## config.mk

```make
export PLATFORM = sky130hd
export DESIGN_NAME = frac_div_encoder
export DESIGN_NICKNAME = d
export VERILOG_FILES = /design/src/rtl/fde_pkg.sv /design/src/rtl/fde_range_check.sv /design/src/rtl/fde_long_div.sv /design/src/rtl/fde_param_shadow.sv /design/src/rtl/frac_div_encoder.sv
export SDC_FILE = /design/constraint.sdc
export NUM_CORES = 1
export LEC_CHECK = 0
export ABC_AREA = 1
export BUFFER_PORTS_ARGS = -buffer_cell sky130_fd_sc_hd__buf_2
export CAP_MARGIN = 20
export CORE_UTILIZATION = 45
export CTS_BUF_LIST = sky130_fd_sc_hd__clkbuf_2 sky130_fd_sc_hd__clkbuf_4 sky130_fd_sc_hd__clkbuf_8
export DETAILED_ROUTE_END_ITERATION = 12
export PLACE_DENSITY = 0.78
export SLEW_MARGIN = 20
export SYNTH_ARGS = -nofsm -noshare
export SYNTH_HDL_FRONTEND = slang
export SYNTH_SLANG_ARGS = --single-unit
```

## constraint.sdc

```tcl
create_clock -name clk -period 1.8 [get_ports clk]
set_input_delay 0.36 -clock clk [delete_from_list [all_inputs] [get_ports clk]]
set_output_delay 0.36 -clock clk [all_outputs]
set_load 0.005 [all_outputs]
```

## src/rtl/fde_pkg.sv

```systemverilog
package fde_pkg;
    localparam int GEN_SINGLE = 6;
    localparam int GEN_LOW    = 8;
    localparam int GEN_HIGH   = 2050;
    localparam int INT_LOW    = 6;
    localparam int INT_HIGH   = 254;
    localparam int P1_BIAS    = 512;

    function automatic int bytes_for(input int width);
        return (width + 7) / 8;
    endfunction
endpackage

```

## src/rtl/fde_range_check.sv

```systemverilog
module fde_range_check #(
    parameter int A_W = 12,
    parameter int R_W = 20
) (
    input  logic [A_W-1:0] whole_i,
    input  logic [R_W-1:0] num_i,
    input  logic [R_W-1:0] den_i,
    input  logic           int_only_i,
    output logic           legal_o
);
    import fde_pkg::*;

    logic frac_ok;
    logic gen_ok;
    logic int_ok;

    always_comb begin
        frac_ok = (den_i != '0) && (num_i < den_i);
        gen_ok  = ((num_i == '0) && (whole_i == A_W'(GEN_SINGLE)))
               || ((whole_i >= A_W'(GEN_LOW)) && (whole_i < A_W'(GEN_HIGH)))
               || ((num_i == '0) && (whole_i == A_W'(GEN_HIGH)));
        int_ok  = (num_i == '0) && !whole_i[0]
               && (whole_i >= A_W'(INT_LOW)) && (whole_i <= A_W'(INT_HIGH));
        legal_o = frac_ok && (int_only_i ? int_ok : gen_ok);
    end
endmodule

```

## src/rtl/fde_long_div.sv

```systemverilog
module fde_long_div #(
    parameter int R_W       = 20,
    parameter int FRAC_BITS = 7
) (
    input  logic                 clk,
    input  logic                 rst_n,
    input  logic                 start_i,
    input  logic [R_W-1:0]       num_i,
    input  logic [R_W-1:0]       den_i,
    output logic                 busy_o,
    output logic                 done_o,
    output logic [FRAC_BITS-1:0] quot_o,
    output logic [R_W-1:0]       rem_o
);
    localparam int CNT_W = $clog2(FRAC_BITS + 1);

    typedef struct packed {
        logic                 busy;
        logic                 done;
        logic [CNT_W-1:0]     cnt;
        logic [R_W:0]         rem;
        logic [R_W-1:0]       den;
        logic [FRAC_BITS-1:0] quot;
    } div_st_t;

    div_st_t st_d, st_q;
    logic [R_W:0] shifted;

    always_comb begin
        st_d      = st_q;
        st_d.done = 1'b0;
        shifted   = {st_q.rem[R_W-1:0], 1'b0};
        if (st_q.busy) begin
            if (shifted >= {1'b0, st_q.den}) begin
                st_d.rem  = shifted - {1'b0, st_q.den};
                st_d.quot = {st_q.quot[FRAC_BITS-2:0], 1'b1};
            end else begin
                st_d.rem  = shifted;
                st_d.quot = {st_q.quot[FRAC_BITS-2:0], 1'b0};
            end
            st_d.cnt = st_q.cnt + CNT_W'(1);
            if (st_q.cnt == CNT_W'(FRAC_BITS - 1)) begin
                st_d.busy = 1'b0;
                st_d.done = 1'b1;
            end
        end else if (start_i) begin
            st_d.busy = 1'b1;
            st_d.cnt  = '0;
            st_d.rem  = {1'b0, num_i};
            st_d.den  = den_i;
            st_d.quot = '0;
        end
    end

    always_ff @(posedge clk or negedge rst_n) begin
        if (!rst_n) st_q <= '0;
        else        st_q <= st_d;
    end

    assign busy_o = st_q.busy;
    assign done_o = st_q.done;
    assign quot_o = st_q.quot;
    assign rem_o  = st_q.rem[R_W-1:0];
endmodule

```

## src/rtl/fde_param_shadow.sv

```systemverilog
module fde_param_shadow #(
    parameter int P1_W  = 18,
    parameter int R_W   = 20,
    parameter int IDX_W = 4
) (
    input  logic             clk,
    input  logic             rst_n,
    input  logic             wr_en_i,
    input  logic [IDX_W-1:0] wr_idx_i,
    input  logic [7:0]       wr_byte_i,
    output logic [P1_W-1:0]  act_p1_o,
    output logic [R_W-1:0]   act_p2_o,
    output logic [R_W-1:0]   act_p3_o
);
    import fde_pkg::*;

    localparam int P1_BYTES  = bytes_for(P1_W);
    localparam int R_BYTES   = bytes_for(R_W);
    localparam int NUM_BYTES = P1_BYTES + 2 * R_BYTES;
    localparam int COMMIT_AT = P1_BYTES;
    localparam int P2_LSB    = 8 * P1_BYTES;
    localparam int P3_LSB    = 8 * (P1_BYTES + R_BYTES);

    typedef struct packed {
        logic [8*NUM_BYTES-1:0] shadow;
        logic [8*NUM_BYTES-1:0] active;
    } sh_st_t;

    sh_st_t st_d, st_q;

    always_comb begin
        st_d = st_q;
        for (int i = 0; i < NUM_BYTES; i++) begin
            if (wr_en_i && (wr_idx_i == IDX_W'(i)))
                st_d.shadow[8*i +: 8] = wr_byte_i;
        end
        if (wr_en_i && (wr_idx_i == IDX_W'(COMMIT_AT)))
            st_d.active = st_d.shadow;
    end

    always_ff @(posedge clk or negedge rst_n) begin
        if (!rst_n) st_q <= '0;
        else        st_q <= st_d;
    end

    assign act_p1_o = st_q.active[P1_W-1:0];
    assign act_p2_o = st_q.active[P2_LSB +: R_W];
    assign act_p3_o = st_q.active[P3_LSB +: R_W];
endmodule

```

## src/rtl/frac_div_encoder.sv

```systemverilog
module frac_div_encoder #(
    parameter int A_W       = 12,
    parameter int R_W       = 20,
    parameter int P1_W      = 18,
    parameter int FRAC_BITS = 7,
    parameter int IDX_W     = 4
) (
    input  logic             clk,
    input  logic             rst_n,
    input  logic             start_i,
    input  logic             int_only_i,
    input  logic [A_W-1:0]   ratio_a_i,
    input  logic [R_W-1:0]   ratio_b_i,
    input  logic [R_W-1:0]   ratio_c_i,
    output logic [P1_W-1:0]  p1_o,
    output logic [R_W-1:0]   p2_o,
    output logic [R_W-1:0]   p3_o,
    output logic             valid_o,
    output logic             err_o,
    input  logic             wr_en_i,
    input  logic [IDX_W-1:0] wr_idx_i,
    input  logic [7:0]       wr_byte_i,
    output logic [P1_W-1:0]  act_p1_o,
    output logic [R_W-1:0]   act_p2_o,
    output logic [R_W-1:0]   act_p3_o
);
    import fde_pkg::*;

    localparam int SUM_W = A_W + FRAC_BITS + 1;

    typedef struct packed {
        logic [A_W-1:0]  a;
        logic [R_W-1:0]  b;
        logic [R_W-1:0]  c;
        logic            io;
        logic [P1_W-1:0] p1;
        logic [R_W-1:0]  p2;
        logic [R_W-1:0]  p3;
        logic            valid;
        logic            err;
    } enc_st_t;

    enc_st_t st_d, st_q;

    logic                 div_busy;
    logic                 div_done;
    logic [FRAC_BITS-1:0] div_quot;
    logic [R_W-1:0]       div_rem;
    logic                 legal;
    logic                 accept;
    logic [SUM_W-1:0]     p1_sum;

    assign accept = start_i && !div_busy;

    fde_long_div #(.R_W(R_W), .FRAC_BITS(FRAC_BITS)) u_div (
        .clk    (clk),
        .rst_n  (rst_n),
        .start_i(start_i),
        .num_i  (ratio_b_i),
        .den_i  (ratio_c_i),
        .busy_o (div_busy),
        .done_o (div_done),
        .quot_o (div_quot),
        .rem_o  (div_rem)
    );

    fde_range_check #(.A_W(A_W), .R_W(R_W)) u_range (
        .whole_i   (st_q.a),
        .num_i     (st_q.b),
        .den_i     (st_q.c),
        .int_only_i(st_q.io),
        .legal_o   (legal)
    );

    fde_param_shadow #(.P1_W(P1_W), .R_W(R_W), .IDX_W(IDX_W)) u_shadow (
        .clk      (clk),
        .rst_n    (rst_n),
        .wr_en_i  (wr_en_i),
        .wr_idx_i (wr_idx_i),
        .wr_byte_i(wr_byte_i),
        .act_p1_o (act_p1_o),
        .act_p2_o (act_p2_o),
        .act_p3_o (act_p3_o)
    );

    always_comb begin
        st_d   = st_q;
        p1_sum = SUM_W'({st_q.a, {FRAC_BITS{1'b0}}}) + SUM_W'(div_quot) - SUM_W'(P1_BIAS);
        if (div_done) begin
            st_d.p1    = p1_sum[P1_W-1:0];
            st_d.p2    = div_rem;
            st_d.p3    = st_q.c;
            st_d.valid = legal;
            st_d.err   = !legal;
        end
        if (accept) begin
            st_d.a     = ratio_a_i;
            st_d.b     = ratio_b_i;
            st_d.c     = ratio_c_i;
            st_d.io    = int_only_i;
            st_d.valid = 1'b0;
            st_d.err   = 1'b0;
        end
    end

    always_ff @(posedge clk or negedge rst_n) begin
        if (!rst_n) st_q <= '0;
        else        st_q <= st_d;
    end

    assign p1_o    = st_q.p1;
    assign p2_o    = st_q.p2;
    assign p3_o    = st_q.p3;
    assign valid_o = st_q.valid;
    assign err_o   = st_q.err;
endmodule

```

* Word level (Yosys, flattened, before mapping)
Cells that the tools add are included.
** Storage, ports and cells
- Logic and storage cells :: 89
- Memories kept :: 0
- Register bits after elaboration :: 305
- Memory bits (writable) :: 0
- Input bits :: 69
- Bits in read-only memories :: 0
- Latch bits :: 0
** Operators by class
- Shift operators :: 0
- Magnitude comparators :: 6
- Divide/modulo/power cells :: 0
- Multiply operators :: 0
- $add $sub $neg :: 4
- Equal/unequal tests :: 11
- Reduce and logical (&&, ||, !) cells :: 29
- Bitwise gates (word level) :: 1
- Muxes and demuxes :: 21
** Operators by type and width (count)
- $mux 8 :: 9
- $mux 51 :: 1
- $mux 24 :: 1
- $ge 21x20->1 :: 1
- $mux 21 :: 1
- $sub 21x20->21 :: 1
- $logic_not 20->1 :: 1
- $lt 20x20->1 :: 1
- $reduce_bool 20->1 :: 1
- $add 18x7->18 :: 1
- $logic_and 1x1->1 :: 18
- $sub 18x10->18 const B :: 1
- $eq 4x3->1 const B :: 4
- $eq 12x12->1 const B :: 1
- $eq 12x3->1 const B :: 1
- $ge 12x3->1 const B :: 1
- $ge 12x4->1 const B :: 1
- $le 12x8->1 const B :: 1
- $lt 12x12->1 const B :: 1
- $eq 4x2->1 const B :: 2
- $mux 7 :: 1
- $mux 2 :: 3
- $mux 1 :: 5
- $eq 4x1->1 const B :: 1
- other kinds (9) :: 13

* Logic depth before layout (Yosys ltp)
Gate-level depths: netlist of run 1.
- Word-level depth :: 9
- Depth in mapped cells :: 15
- Mapped depth without buffers :: 15

* Modules after synthesis
Synthesis of run 1 repeated with hierarchy kept, for this count alone.
** Unflattened totals
- Cells, all modules :: 1922
- Area, all modules :: 14921.8 um^2
** Modules (own cells, without submodules)
- fde_param_shadow :: sequential area each 2702.6 um^2, area an instance 5076.1 um^2, times used 1, cells an instance 586
- frac_div_encoder :: sequential area each 2827.7 um^2, area an instance 4932.2 um^2, times used 1, cells an instance 566
- fde_long_div :: sequential area each 1301.2 um^2, area an instance 4063.9 um^2, times used 1, cells an instance 608
- fde_range_check :: sequential area each 0.0 um^2, area an instance 849.6 um^2, times used 1, cells an instance 162

* Least setup slack after synthesis of run 1
No wires, ideal clock.
- Kind :: register to register
- Start :: register st_q[62] (netlist name)
- End :: register u_div.st_q, in the netlist u_div.rem_o[15]
- Data arrival time :: 1739 ps
- Library setup time :: 117 ps
- Path buffers :: 1
- Stages on the path, launching flop included :: 13
- Clock period less this slack :: 1856 ps
- Setup slack :: -56 ps
- Cells stage by stage :: dfrtp_1 inv_1 ha_1 ha_1 nand2_1 nor2_1 nand2_1 o21ai_1 a21oi_2 buf_4 nand3_1 nand3_1 nand2_1
** RTL lines
- to (signal assigned) :: RTL line fde_long_div.sv:57 : else st_q <= st_d;
- to (decl) :: RTL line fde_long_div.sv:26 : div_st_t st_d, st_q;

==> results.toml, run 1 <==
[run_status]
status = "finished with violations"
violations = "setup timing"

[clock_network]
insertion_delay_ns = 0.56
ctsLongestPathBuffers = 3
cts.htree.levels = 2
cts-root-buf = "clkbuf_8"
cts_tree = "built"
clock_sinks = 253
numCtsBuffers = 45
clkTransAtPathRegs_ns = 0.06

[run]
cap_viol_max_count = 0

[grt]
grt_use_total_pct = 23.6
grt.overflow.total = 0
grt_max_degree = 70
antenna_found_initial = 1
grt_pass1_wl_um = 56300
first_global_vias = 10866

[place]
place_worst_setup_slack_ns = -0.219
hpwl_um = 25100
portBuffers = 186
finalWeightedCongestion = 0.944

[yosys]
yosysWarnings = 0
synth_cell_types = 40
yosys.area.top_type = "dfrtp_1"
synth_area_per_cell_um2 = 8.58
ys_seq_area_share_pct = 48.2
ys_ff_latch = 253
synthesis.area_mm2 = 0.0131
netlist_instances = 1530
synth_area_leaders = "dfrtp_1, nand2_1, buf_4"
syn_nets = 1644
yosys.area.top_type_share_pct = 48.2
synth_edf_count = 0
async_reset_ff_share_pct = 100
synth_ff_type = "dfrtp_1"

[pwr]
seqPwrFrac_pct = 27.5
pwr-share-comb_pct = 55.1
power_density_mw_per_mm2 = 2050
p_total_w = 0.0334
p_leak_nw = 8.54
p_sw_w = 0.0139
switching_share_pct = 41.6
peakVddDrop_mv = 0.975
internal_power_w = 0.0195
clkPwrFrac_pct = 17.4

[route]
drt_wl_total_um = 35300
vias = 10835
viasPerCell = 5.05
detail_route.wl_per_cell_um = 16.4
postRouteAntennaNets = 0
drc_errors = 0
drt_iter0_drc = 805
first_pass_iters = 5

[timing]
period_minus_slack_ns = 1.90
max_freq_mhz = 526
max_slew_margin_pct = 70.6
final_hold_viol_count = 0
worst_pin_slew_ns = 0.441
clock_skew_ns = 0.0248
final-setup-viol-count = 21
setup_slack_ns = -0.101
slew_viol_final = 0
grt_setup_unrepaired = "true"
finalCritPeriodShare_pct = 106

[floorplan]
die_w_um = 173
core_mm2 = 0.0287
io-pin-count = 187
fp-row-count = 62
die-area_mm2 = 0.0299
initial_core_util_pct = 45.7
dieHeight_um = 173

[min_path]
min_path_type = "in2reg"
min_path_cells = 3

[setup_path]
critical-path-slowest-cell = "dfrtp_1"
path_cells = "inv_2 -> ha_4 -> ha_4 -> nand2_2 -> nor2_1 -> nand2_1 -> o21ai_2 -> a21oi_2 -> buf_6 -> nand3_1 -> nand3_1 -> nand2_1"
cp.required_ns = 2.22
critical_path.endpoint_type = "flop"
path_class = "reg2reg"
ff2ff_path_depth = 12
setup.worst_path.end = "u_div.rem_o[2]$_DFFE_PN0P_"
worstReg2RegEnd = "u_div.rem_o[2]$_DFFE_PN0P_"
ff2ff_setup_slack_ns = -0.10
cp_num_cells = 12
critPathBufInv = 2
crit_start = "st_q[62]$_DFFE_PN0P_"
slowest_delay_ns = 0.39
startpoint_type = "flop"
path_max_fanout = 8
critical_path.top_delay_family = "simple AND/OR/NAND/NOR gates"
critPathArrivalTime_ns = 2.33
r2r_start = "st_q[62]$_DFFE_PN0P_"

[layout]
drive_above_1_share_pct = 34.0
nFillCells = 2520
final_cell_mix = "nand2_1, dfrtp_1, buf_2"
final_common_cell = "nand2_1"
area_growth_pct = 24.2
ff_latch_area_mm2 = 0.00633
final_nets = 1842
multiInputGateArea_mm2 = 0.00567
final_util_pct = 56.8
==> per-layer routing <==
layer	share of wire (%)	vias up	track usage, %
met1	42	5153	30.0
met3	7.0	99	4.79
li1	-	5157	-
met5	0.037	-	0
met4	3.5	2	8.89
met2	48	424	39.8
==> Yosys cell counts, types with 2 or more instances <==
library cell and instances:
nor2_2 4, a31oi_1 2, ha_1 44, nor2_4 3, o21ai_2 6, clkbuf_1 22, dfrtp_1 253, mux2_2 27
xnor2_1 7, inv_2 3, mux2_4 23, nand3b_1 3, nor2_1 68, nand2_2 4, inv_1 177, o21ai_1 36
buf_6 7, nand2_1 446, buf_4 122, nand3_2 4, a21oi_1 17, nor3_1 4, xor2_1 7, nand3_1 69
nand4_1 7, o21ai_0 129, buf_2 9, o22ai_1 15
==> timing repair <==
item | CTS | global route
hold endpoints to repair | 45 | 0
pin swaps | 39 | 31
endpoints found under the setup margin | 23 | 23
gates resized for setup | 106 | 64
cloned | 2 | 1
hold buffers | 14 | 0
setup buffers | 11 | 7
==> state kept, by name, summed over array words and instances, names as in the netlist <==
signal             flops
u_shadow.act_p3_o     20
err_o                  1
u_div.rem_o           20
st_q                  53
p1_o                  18
valid_o                1
u_shadow.st_q         50
u_shadow.act_p2_o     20
u_div.busy_o           1
u_div.done_o           1
p2_o                  20
p3_o                  20
u_div.st_q             3
u_div.quot_o           7
u_shadow.act_p1_o     18
==> per-stage QoR <==
step | TNS (ns) | hold WS [ns] | cell area [um2] | std cells
4_1_cts | -1.08 | 0.000000833 | 16000 | 2139
2_1_floorplan | 0 | 0.0644 | 13100 | 1530
5_1_grt | -3.11 | 0.0230 | 16300 | 2146
3_5_place_dp | -3.74 | 0.265 | 14300 | 2031
6_report | -1.16 | 0.0316 | 16300 | 2147
3_3_place_gp | -3.07 | 0.266 | 14300 | 2031
==> power by group through the flow <==
stage               sequential, W  combinational (W)  clock, W
finish                    0.00920             0.0184   0.00580
global route              0.00943             0.0203   0.00621
CTS                       0.00917             0.0171   0.00595
detailed placement        0.00911             0.0149         0
global placement          0.00902             0.0146         0
floorplan                 0.00875             0.0102         0
==> how the worst min path moves through the flow <==
stage | startpoint | end | slack [ns]
4_1_cts | ratio_c_i[10] | st_q[71]$_DFFE_PN0P_ | 0.0000008
6_report | ratio_a_i[6] | st_q[107]$_DFFE_PN0P_ | 0.03
2_1_floorplan | rst_n | err_o$_DFFE_PN0P_ | 0.06
3_3_place_gp | rst_n | u_shadow.st_q[114]$_DFF_PN0_ | 0.27
5_1_grt | ratio_a_i[0] | st_q[101]$_DFFE_PN0P_ | 0.02
3_5_place_dp | rst_n | u_shadow.st_q[114]$_DFF_PN0_ | 0.26
==> tightest hold or removal path: stages <==
cell and delay (ns):
buf_2 0.07, nand2_1 0.04, o21ai_0 0.06
==> layout make-up <==
type / count / area share [%]
Clock inverter: 8 / 0.437
Timing Repair Buffer: 313 / 13.1
Inverter: 180 / 4.16
Clock buffer: 73 / 5.74
Antenna cell: 1 / 0.0154
Tap cell: 384 / 2.95
Multi-Input combinational cell: 935 / 34.8
Sequential cell: 253 / 38.8
==> cells by family after synthesis <==
group / share of synthesized area, %
flip-flops: 48.2
adder cells (fa/ha/maj): 4.35
AND/OR/NAND/NOR: 19.3
XOR/XNOR: 0.934
multiplexers: 4.95
AO/OA/AOI/OAI: 8.33
buffers and inverters: 13.9
Power figures use the tool's default switching activity.
==> inputs of run 2 (changes only) <==
- REMOVE_ABC_BUFFERS: unset -> 1
==> run 2 against run 1 <==
  * First-iteration DRC count decreased by 19%
  * Flip-flop and latch count unchanged
  * Global-route usage fell by 0.19 points
  * Utilization is 0.37 points higher
  * The run still ends with setup timing left
  * Register-to-register slack worse by 0.07 ns
  * Maximum frequency down 3.4%
==> results.toml, run 2 (synthesis gave the netlist of run 1 again) <==
[setup_path]
critPathArrivalTime_ns = 2.46
path_max_fanout = 5
startpoint_type = "flop"
path_class = "reg2reg"
cp.required_ns = 2.29
ff2ff_setup_slack_ns = -0.17
critical_path.endpoint_type = "flop"

[layout]
final_util_pct = 57.2
top_register = "st_q"
largest_register_ffs = 53
drive_above_1_share_pct = 34.3
final_nets = 1853
area_growth_pct = 25.0
final_cell_mix = "nand2_1, dfrtp_1, buf_2"
antenna_cells = 0
final_common_cell = "nand2_1"
reg_top3 = "st_q (53), u_shadow.st_q (50)"
nFillCells = 2536

[clock_network]
clkTransAtPathRegs_ns = 0.07
numCtsBuffers = 45
clock_sinks = 253
cts.htree.levels = 2
ctsLongestPathBuffers = 3
insertion_delay_ns = 0.56
cts-root-buf = "clkbuf_8"
cts_tree = "built"

[run]
cap_viol_max_count = 0

[place]
finalWeightedCongestion = 0.924
portBuffers = 186
hpwl_um = 24500
place_worst_setup_slack_ns = -0.227

[pwr]
peakVddDrop_mv = 1.05
p_leak_nw = 8.60
power_density_mw_per_mm2 = 2050

[route]
viasPerCell = 5.01
postRouteAntennaNets = 0
drt_wl_total_um = 35000
vias = 10795
detail_route.wl_per_cell_um = 16.2
first_pass_iters = 5
drt_iter0_drc = 656
drc_errors = 0

[grt]
grt.overflow.total = 0
grt_max_degree = 63
antenna_found_initial = 0
first_global_vias = 10776
grt_use_total_pct = 23.4
grt_pass1_wl_um = 56000

[timing]
period_minus_slack_ns = 1.97
setup_slack_ns = -0.169
final_hold_viol_count = 0
final.setup.tns_ns = -2.65
max_slew_margin_pct = 69.6
max_freq_mhz = 508
finalCritPeriodShare_pct = 109
clock_skew_ns = 0.0197
worst_pin_slew_ns = 0.456
grt_setup_unrepaired = "true"
final-setup-viol-count = 20
slew_viol_final = 0

[min_path]
min_path_type = "in2reg"

[floorplan]
die-area_mm2 = 0.0299
core_mm2 = 0.0287
io-pin-count = 187
die_w_um = 173
initial_core_util_pct = 45.7
fp-row-count = 62
dieHeight_um = 173

[run_status]
violations = "setup timing"
status = "finished with violations"
-- run 2: cell count changes in the layout (fill, tap and decap cells not counted), moves of 4 or more --
cell and delta:
nand2_4 -6, nand3_4 +4, nand3_2 +8, nor2_2 -6, nor2_1 +4, a21oi_2 -4
ha_4 -4, ha_1 +4, buf_6 -5, a21oi_1 +4, buf_4 +17, nand3_1 -12
-- run 2: final timing paths --
path                                                          to  depth (start not counted)                         start
worst min-delay path            u_shadow.act_p2_o[5]$_DFFE_PN0P_                          3                  wr_byte_i[5]
worst max-delay path                  u_div.rem_o[8]$_DFFE_PN0P_                         12   u_div.rem_o[14]$_DFFE_PN0P_
min in group asynchronous             u_div.st_q[49]$_DFFE_PN0P_                          2                         rst_n
worst max register to register        u_div.rem_o[8]$_DFFE_PN0P_                         12   u_div.rem_o[14]$_DFFE_PN0P_
worst min register to register      u_shadow.st_q[110]$_DFF_PN0_                          2  u_shadow.st_q[110]$_DFF_PN0_
max in group asynchronous       u_shadow.act_p3_o[2]$_DFFE_PN0P_                          3                         rst_n
-- run 2: area by class of cell --
| type | count | area (um2) | area share [%] |
|---|---|---|---|
| flip-flops and latches | 253 | 6330 | 38.6 |
| multi-input cells | 935 | 5690 | 34.7 |
| repair buffers | 324 | 2180 | 13.3 |
| clock buffers | 72 | 941 | 5.73 |
| inverters | 180 | 677 | 4.13 |
| well taps | 384 | 480 | 2.93 |
| clock inverters | 8 | 118 | 0.717 |
-- run 2: repair_timing --
item                                    CTS  global route
resized for setup                       111            58
hold buffers                             13             0
endpoints found under the setup margin   22            23
cloned                                    3             0
hold endpoints to repair                 53             0
setup buffers                            11             5
pin swaps                                22            50
-- run 2: critical path, cell delays in order, from the launching register on --
cell and delay [ns]:
dfrtp_1 0.41, ha_4 0.32, nand2_2 0.08, nor2_4 0.12, nand2_2 0.08, buf_4 0.15
o21ai_4 0.16, a21oi_2 0.08, buf_4 0.15, buf_8 0.14, nand3_2 0.06, nand3_2 0.07
nand2_1 0.08
-- run 2: metrics by stage --
stage | power (W) | area, um2 | cells | hold slack (ns)
floorplan | 0.0176 | 12000 | 1367 | 0.0644
global placement | 0.0237 | 14300 | 2045 | 0.314
detailed placement | 0.0240 | 14300 | 2045 | 0.320
CTS | 0.0325 | 16100 | 2152 | 0.00208
global route | 0.0362 | 16400 | 2156 | 0.0142
finish | 0.0336 | 16400 | 2156 | 0.0357
-- run 2: report_power, final --
part	internal (W)	total, W	switching, W
Combinational	0.00824	0.0183	0.0101
Sequential	0.00785	0.00923	0.00138
Clock	0.00373	0.00609	0.00236
Total	0.0198	0.0336	0.0138
-- run 2: layer usage --
layer | vias up | track usage (%) | wire [um]
li1 | 5153 | - | -
met1 | 5195 | 30.1 | 14700
met2 | 370 | 39.7 | 17100
met3 | 77 | 3.74 | 2030
met4 | 0 | 9.11 | 1120
met5 | - | 0 | 0
==> inputs of run 3 (changes only) <==
- CORE_UTILIZATION: 45 -> 40
- PLACE_DENSITY: 0.78 -> 0.71
==> run 3 against run 2 <==
  * The run still ends with setup timing left
  * Clock power fell by 3.6%
  * Clock-buffer cell count rose by 2
  * Combinational power rose by 5%
  * Global-route usage fell by 2.6 points
  * Critical path type unchanged
  * Critical endpoint is now u_div.rem_o[5]$_DFFE_PN0P_
  * Largest cell class unchanged
  * Largest power group unchanged
  * Highest routed layer unchanged
==> results.toml, run 3 (synthesis gave the netlist of run 1 again) <==
[run]
cap_viol_max_count = 0

[layout]
reg_top3 = "st_q (53), u_shadow.st_q (50)"
nFillCells = 2897
top_register = "st_q"
drive_above_1_share_pct = 35.6
instances_no_fill = 2228
final_nets = 1872
final_cell_mix = "nand2_1, dfrtp_1, buf_2"
final_common_cell = "nand2_1"
multiInputGateArea_mm2 = 0.00576
area_growth_pct = 27.1
largest_register_ffs = 53
ff_latch_area_mm2 = 0.00633

[grt]
antenna_found_initial = 1
grt_max_degree = 66
grt_pass1_wl_um = 55000
grt_use_total_pct = 20.8
first_global_vias = 10416
grt.overflow.total = 0

[setup_path]
worstReg2RegEnd = "u_div.rem_o[5]$_DFFE_PN0P_"
setup.worst_path.end = "u_div.rem_o[5]$_DFFE_PN0P_"
ff2ff_setup_slack_ns = -0.16
ff2ff_path_depth = 13
cp.required_ns = 2.28
critPathMostFrequentCell = "nand2_2"
slowest_delay_ns = 0.37
startpoint_type = "flop"
critPathArrivalTime_ns = 2.44
crit_start = "st_q[75]$_DFFE_PN0P_"
path_class = "reg2reg"
r2r_start = "st_q[75]$_DFFE_PN0P_"
path_cells = "inv_2 -> ha_4 -> nand2_2 -> nand2_2 -> nand2_2 -> nand2_2 -> buf_6 -> a21oi_4 -> nand4_4 -> buf_6 -> nand2_1 -> nand3_2 -> nand2_1"
critical_path.endpoint_type = "flop"
path_max_fanout = 8
critical-path-slowest-cell = "dfrtp_1"

[place]
portBuffers = 186
hpwl_um = 25100
placed_cells = 2103
finalWeightedCongestion = 0.935
place_worst_setup_slack_ns = -0.269

[floorplan]
die_w_um = 183
fp-row-count = 65
io-pin-count = 187
core_mm2 = 0.0320
die-area_mm2 = 0.0335
dieHeight_um = 183
initial_core_util_pct = 41.1

[clock_network]
cts_tree = "built"
ctsLongestPathBuffers = 3
clock_sinks = 253
cts-root-buf = "clkbuf_8"
insertion_delay_ns = 0.55
cts.htree.levels = 2
clkTransAtPathRegs_ns = 0.06
numCtsBuffers = 45

[run_status]
violations = "setup timing"
status = "finished with violations"

[pwr]
switching_share_pct = 41.3
power_density_mw_per_mm2 = 2060
p_leak_nw = 8.67
internal_power_w = 0.0201
clkPwrFrac_pct = 17.1
seqPwrFrac_pct = 26.9
pwr-share-comb_pct = 56.0
p_total_w = 0.0343
peakVddDrop_mv = 1.04
p_sw_w = 0.0142

[route]
vias = 10723
drt_iter0_drc = 666
detail_route.wl_per_cell_um = 15.9
drt_wl_total_um = 35500
viasPerCell = 4.81
postRouteAntennaNets = 0
first_pass_iters = 5
drc_errors = 0

[timing]
final_hold_viol_count = 0
clock_skew_ns = 0.0199
grt_setup_unrepaired = "true"
worst_pin_slew_ns = 0.477
slew_viol_final = 0
finalCritPeriodShare_pct = 109
setup_slack_ns = -0.160
max_slew_margin_pct = 68.2
max_freq_mhz = 510
period_minus_slack_ns = 1.96
final-setup-viol-count = 21

[min_path]
min_path_type = "in2reg"
==> run 3: critical path: cells and delay by family, from the launching register on <==
| kind | cells | cell delay (ns) |
|---|---|---|
| DFF | 1 | 0.37 |
| AOI/OAI and AO/OA | 1 | 0.18 |
| and+or+nand+nor | 8 | 0.70 |
| buffers and inverters | 3 | 0.42 |
| adders and majority gates | 1 | 0.22 |
==> run 3: routing by layer <==
metal | track usage [%] | routed length [um] | vias up
li1 | - | - | 5194
met1 | 27.2 | 15500 | 5135
met2 | 34.6 | 16800 | 322
met3 | 3.93 | 2070 | 72
met4 | 7.00 | 1100 | 0
met5 | 0 | 0 | -
==> run 3: how the worst min path moves through the flow <==
stage / cells past startpoint / from / end
detailed placement: 1 / rst_n / p1_o[2]$_DFFE_PN0P_
global placement: 1 / rst_n / p3_o[18]$_DFFE_PN0P_
finish: 3 / ratio_a_i[11] / st_q[112]$_DFFE_PN0P_
global route: 3 / ratio_a_i[10] / st_q[111]$_DFFE_PN0P_
floorplan: 0 / rst_n / err_o$_DFFE_PN0P_
CTS: 3 / wr_byte_i[1] / u_shadow.act_p2_o[1]$_DFFE_PN0P_
==> run 3: layout make-up <==
class | count | area share [%]
repair buffers | 343 | 14.2
flip-flops and latches | 253 | 37.9
multi-input cells | 935 | 34.5
inverters | 180 | 4.06
diodes | 1 | 0.0150
clock inverters | 7 | 0.525
clock buffers | 74 | 5.50
well taps | 435 | 3.26
==> run 3: metrics by stage <==
step | hold WS [ns] | utilization, % | TNS, ns | cell area (um2)
floorplan | 0.0644 | - | -99.84 | 12000
finish | 0.0319 | 52.2 | -2.89 | 16700
global route | 0.00721 | 52.2 | -4.88 | 16700
detailed placement | 0.243 | 45.2 | -5.23 | 14400
global placement | 0.238 | 45.2 | -5.13 | 14400
CTS | 0.000130 | 50.5 | -2.33 | 16100
==> run 3: repair_timing <==
item,in CTS,in global routing
hold endpoints to repair,46,0
pin swaps,20,65
hold buffers,20,0
resized for setup,69,116
gates cloned,1,1
buffers inserted,14,8
setup endpoints to repair,23,23
==> run 3: power groups by stage <==
stage | clock network (W) | logic, W | registers, W
6_report | 0.00587 | 0.0192 | 0.00921
5_1_grt | 0.00629 | 0.0212 | 0.00944
4_1_cts | 0.00603 | 0.0171 | 0.00912
3_5_place_dp | 0 | 0.0153 | 0.00910
3_3_place_gp | 0 | 0.0151 | 0.00902
2_1_floorplan | 0 | 0.00860 | 0.00898
